`src/rtl/atrig_pkg.sv`:
```
package atrig_pkg;
    localparam int SEL_W   = 3;
    localparam int NUM_SRC = 1 << SEL_W;

    typedef enum logic [SEL_W-1:0] {
        TRIG_FREE     = 3'd0,
        TRIG_ACMP     = 3'd1,
        TRIG_EXT0     = 3'd2,
        TRIG_T0_CMPA  = 3'd3,
        TRIG_T0_OVF   = 3'd4,
        TRIG_T1_CMPB  = 3'd5,
        TRIG_T1_OVF   = 3'd6,
        TRIG_T1_CAPT  = 3'd7
    } trig_src_e;

    typedef struct packed {
        logic conv_en;
        logic auto_en;
        logic busy;
    } gate_t;

    function automatic logic gate_open(input gate_t g);
        return g.conv_en && g.auto_en && !g.busy;
    endfunction
endpackage

```
`src/rtl/atrig_mux.sv`:
```
module atrig_mux
    import atrig_pkg::*;
#(
    parameter int SW = SEL_W,
    localparam int N = 1 << SW
) (
    input  logic [SW-1:0] sel,
    input  logic [N-1:1]  flags,
    input  logic          done,
    output logic          sig,
    output logic          free_run
);
    logic [N-1:0] all_src;

    assign all_src[0] = done;
    for (genvar i = 1; i < N; i++) begin : g_src
        assign all_src[i] = flags[i];
    end

    assign sig      = all_src[sel];
    assign free_run = (sel == SW'(TRIG_FREE));
endmodule

```
`src/rtl/atrig_edge.sv`:
```
module atrig_edge (
    input  logic clk,
    input  logic rst,
    input  logic sig,
    input  logic free_run,
    output logic rise
);
    logic prev_sig;
    logic prev_fr;

    always_ff @(posedge clk) begin
        if (rst) begin
            prev_sig <= 1'b0;
            prev_fr  <= 1'b1;
        end else begin
            prev_sig <= sig;
            prev_fr  <= free_run;
        end
    end

    assign rise = sig && !prev_sig && !(free_run && !prev_fr);

    // an edge needs the signal low one cycle before
    p_rise_needs_low_r4: assert property (@(posedge clk) disable iff (rst)
        rise |-> !$past(sig) || $past(rst));
endmodule

```
`src/rtl/atrig_select.sv`:
```
module atrig_select
    import atrig_pkg::*;
(
    input  logic             clk,
    input  logic             rst,
    input  logic             conv_en,
    input  logic             auto_en,
    input  logic             conv_busy,
    input  logic [SEL_W-1:0] trig_sel,
    input  logic [NUM_SRC-1:1] trig_flags,
    input  logic             conv_done,
    output logic             start_req
);
    logic  sel_sig;
    logic  sel_free;
    logic  sel_rise;
    gate_t gate;

    atrig_mux #(.SW(SEL_W)) u_mux (
        .sel      (trig_sel),
        .flags    (trig_flags),
        .done     (conv_done),
        .sig      (sel_sig),
        .free_run (sel_free)
    );

    atrig_edge u_edge (
        .clk      (clk),
        .rst      (rst),
        .sig      (sel_sig),
        .free_run (sel_free),
        .rise     (sel_rise)
    );

    assign gate = '{conv_en: conv_en, auto_en: auto_en, busy: conv_busy};

    always_ff @(posedge clk) begin
        if (rst) start_req <= 1'b0;
        else     start_req <= sel_rise && gate_open(gate);
    end

    // quiet in the cycle after reset
    p_reset_quiet_r1: assert property (@(posedge clk)
        rst |=> !start_req);
    // never two cycles in a row
    p_single_pulse_r10: assert property (@(posedge clk) disable iff (rst)
        start_req |=> !start_req);
    // auto-trigger off blocks requests
    p_auto_off_r5: assert property (@(posedge clk) disable iff (rst)
        !auto_en |=> !start_req);
    // converter off blocks requests
    p_conv_off_r6: assert property (@(posedge clk) disable iff (rst)
        !conv_en |=> !start_req);
    // busy drops edges
    p_busy_drop_r9: assert property (@(posedge clk) disable iff (rst)
        conv_busy |=> !start_req);
    // entering free-running never triggers
    p_fr_entry_r8: assert property (@(posedge clk) disable iff (rst)
        (trig_sel == TRIG_FREE && $past(trig_sel) != TRIG_FREE && !$past(rst))
            |=> !start_req);
endmodule

```
`config.mk`:
```
export PLATFORM = sky130hd
export DESIGN_NAME = atrig_select
export DESIGN_NICKNAME = d
export VERILOG_FILES = /design/src/rtl/atrig_pkg.sv /design/src/rtl/atrig_mux.sv /design/src/rtl/atrig_edge.sv /design/src/rtl/atrig_select.sv
export SDC_FILE = /design/constraint.sdc
export NUM_CORES = 1
export LEC_CHECK = 0
export BUFFER_PORTS_ARGS = -buffer_cell sky130_fd_sc_hd__buf_2
export CAP_MARGIN = 20
export CORE_AREA = 8 8 45 47
export DETAILED_ROUTE_END_ITERATION = 12
export DIE_AREA = 0 0 53 55
export PLACE_DENSITY_LB_ADDON = 0.08
export REMOVE_ABC_BUFFERS = 1
export SETUP_SLACK_MARGIN = 0.5
export SLEW_MARGIN = 10
export SYNTH_ARGS = -nofsm -noshare
export SYNTH_HDL_FRONTEND = slang
export SYNTH_HIERARCHICAL = 1
export SYNTH_SLANG_ARGS = --single-unit
```
`constraint.sdc`:
```
create_clock -name clk -period 1.7 [get_ports clk]
set_input_delay 0.17 -clock clk [delete_from_list [all_inputs] [get_ports clk]]
set_output_delay 0.17 -clock clk [all_outputs]
set_load 0.1 [all_outputs]
```
==> metrics.sh <==
FLOORPLAN.INITIALDENSITY=0.1320
CTS_ROOT_BUF='clkbuf_4'
CRITPATHKIND='primary input to flip-flop'
SYNTH-ASYNC-RESET-RATIO=0
YOSYSWARNINGCOUNT=6
FMAX_MHz=847.0
GRT-OVFL-TOTAL=0
POWER.SHARE.CLOCK=0.488
SYNTH_CELLS=13
POST-ROUTE-CELL-AREA_UM2=311.5
STATIC_POWER_DUE_TO_LEAKAGE_nW=0.1443
PLACE.PORT_BUFFERS=16
YS_SEQ_AREA_FRAC=0.3288
SYNTH_FLOP_CELL='dfxtp_1'
SYNTH_TOP_CELLS_BY_COUNT='dfxtp_1 (3), mux4_1 (2)'
PRE_CTS_WS_NS=0.1836
FINALSETUPVIOLATIONS=0
ROUTE.ANTENNA.REMAINING_NETS=0
TRITONCTS='yes'
SYNTH_CELL_TYPES=10
FINAL.FILL_COUNT=155
TRANSITION_AT_THE_PIN_WITH_THE_SMALLEST_MAX_TRANSITION_SLACK_NS=0.4875
DPL_CELL_AREA_UM2=282.8
ROUTED_WL_UM=636
SYNTH_ENABLE_FLOP_CELLS=0
NET-SWITCHING-POWER_mW=0.05510
POST_SYNTH.CELL_AREA_AVG_UM2=14.05
POST-SYNTH-TOP-AREA-CELL='dfxtp_1'
VIA_COUNT=179
FIRST_GLOBAL_VIAS=214
DIEWIDTH_UM=53
MULTI_INPUT_GATE_AREA_IN_THE_FINAL_LAYOUT_UM2=118.9
POWER_SHARE_OF_THE_COMBINATIONAL_GROUP=0.203
OUTCOME='finished, final reports clean'
MAPPEDNETLISTAREA_UM2=182.7
R2R-END='start_req'
HOLDCRITSTARTPOINT='conv_busy'
SEQUENTIAL_CELL_AREA_IN_THE_FINAL_LAYOUT_UM2=60.06
WORST_SETUP_HOLD_PATH_CLK_SLEW_NS=0.03
CORE.ROWCOUNT=14
FIN_CRIT_SH=0.6945
CLOCK_SINKS=3
TIMING.CRITICAL_PATH.ARRIVAL_NS=1.30
SETUP_TNS_NS=0
POST_CTS_HOLD_BUFFER_COUNT=0
GLOBAL_ROUTE.USAGE.TOTAL=0.05197
WHS_ENDPOINT='start_req'
DP.CELLS=45
WORST_SETUP_PATH_START_KIND='primary input'
WORST_HOLD_SLACK_NS=0.1084
IO-PIN-COUNT=17
POWER_DENSITY_nW_PER_UM2=804.2
DIE_AREA_UM2=2915
REMAINING_DRC_ERRORS=0
SYNTH.TOP_CELLS.BY_AREA='dfxtp_1 (33%), mux4_1 (29%), nor2b_4 (7.5%)'
FINAL_MAX_SLEW_VIOL_COUNT=0
TIMING.CRITICAL_PATH.SLOWEST_CELL_DELAY_NS=0.48
GRT_SETUP_UNREPAIRED='false'
AREA_DELTA_SYNTH_FINAL_PCT=70.55
FLOORPLAN.DIE.HEIGHT_UM=55
REG2REG_DEPTH=4
CRIT_CHAIN='buf_6, mux4_2, mux2_4, nor3b_2, nand3_1, nor3_2'
POWER_SWITCHING_SHARE=0.2199
GRT_FIRST_PASS_WIRELENGTH_UM=993
CLK-INSERTION-DELAY-LATE_NS=0.23
FINALWORSTPATHREQUIREDPERIOD_NS=1.181
FLOORPLAN.CORE_AREA_UM2=1384
LARGEST_NET_DEGREE_AT_THE_START_OF_GLOBAL_ROUTING=4
FINALWEIGHTEDCONGESTION=0.6585
TOTAL_BUFFERS_AND_INVERTERS_TRAVERSED_BY_THE_CRITICAL_PATH=1
CTS_BUFFERS=3
YOSYS_REGISTER_BITS=3
CRITPATHREQUIREDTIME_NS=1.82
NNETSFINAL=50
FINALNONFILLERCELLS=49
VDD_DROP_MAX_mV=0.3004
ENDPOINT_KIND_OF_THE_WORST_SETUP_TIMING_PATH='flip-flop'
MOST_FREQUENTLY_USED_CELL_TYPE_IN_THE_POST_SYNTHESIS_NETLIST='dfxtp_1'
CLK_PATH_BUF_DEPTH=2
VIASPERCELL=3.653
POWER.SEQUENTIAL.FRACTION=0.308
POSTCTSSETUPREPAIRBUFS=0
WL_PER_CELL_UM=12.98
WORST_HOLD_PATH_TYPE='primary input to flip-flop'
HOLD_PATH_DEPTH=2
DRT-INITIAL-DRC-COUNT=1
HTREE_NUM_LEVELS=1
SLEW_HR=0.6773
CPLARGESTDELAYFAMILY='multiplexers'
CRITICAL-PATH-SLOWEST-CELL='mux4_2'
DRTPASS1ITERATIONS=2
RR_STARTPOINT='u_edge/prev_fr'
SYNTH_LARGEST_TYPE_AREA_FRACTION=0.3288
CRITPATHMAXFANOUT=3
FINALCLOCKSKEW_NS=0.001245
INTPOWER_mW=0.1955
DRIVE_GT1_FRAC=0.7576
ANTENNA_CELLS_INSERTED=0
TOTAL_POWER_mW=0.2506
FINAL.SETUP.WORST_SLACK_NS=0.5194
REGTOREGSETUPSLACK_NS=0.90
INITIAL_ANTENNA_VIOLATION_COUNT=0
FINAL_CORE_UTILIZATION=0.2251
CAP_VIOL_MAX_COUNT=0
TIMING_HOLD_VIOLATIONS_FINAL=0
-- area by class of cell --
| type | instances | share of cell area |
|---|---|---|
| clock buffer | 4 | 0.08434 |
| multi-input combinational | 10 | 0.3815 |
| sequential | 3 | 0.1928 |
| tap | 16 | 0.06426 |
| timing repair buffer | 16 | 0.2771 |
-- cells in the final DEF, fill, tap and decap left out --
master	count
buf_2	15
clkbuf_4	3
dfxtp_1	3
mux4_2	2
nand3_1	1
nor3_2	1
clkbuf_1	1
buf_6	1
nor2b_4	1
nor3b_2	1
nor2b_1	1
or2_1	1
mux2_4	1
nor3_1	1
-- logic make-up (layout without fill, tap and decap cells) --
family,after synthesis,after routing,share of synthesized area
buffers and inverters,0,20,0
flip-flops,3,3,0.3288
multiplexers,3,3,0.3493
AND/OR/NAND/NOR,7,7,0.3219
-- sequential cells by signal, indices dropped and copies added, names as in the netlist --
register,cells
u_edge/prev_fr,1
start_req,1
u_edge/prev_sig,1
-- power groups by stage --
stage	Sequential, mW	Clock (mW)	Combinational, mW
final	0.0773	0.122	0.0509
after global routing	0.0777	0.145	0.0554
after CTS	0.0772	0.129	0.0510
after detailed placement	0.0783	0	0.0457
after global placement	0.0782	0	0.0450
after floorplan	0.0814	0	0.0200
-- worst max path at each step --
stage	end	cells after the start	from	slack [ns]
floorplan	start_req	5	trig_sel[0]	0.39
global placement	start_req	6	trig_sel[0]	0.18
detailed placement	start_req	6	trig_sel[0]	0.18
CTS	start_req	6	trig_sel[0]	0.51
global route	start_req	6	trig_sel[0]	0.51
finish	start_req	6	trig_sel[0]	0.52
-- what timing repair did --
item	4_1_cts	5_1_grt
endpoints found under the setup margin	1	1
cloned	0	0
resized for setup	4	1
pin swaps	1	1
-- metal layers --
metal  part of all wire  up-vias  routed length (um)  global-route usage
met1               0.37       80                 235             0.04421
li1                   -       90                   -                   -
met5                  0        -                   0                   0
met3               0.17        0                 105             0.05615
met2               0.46        9                 295             0.07031
met4                  0        0                   0             0.03879
No activity file was read; power rests on OpenSTA's default activity.
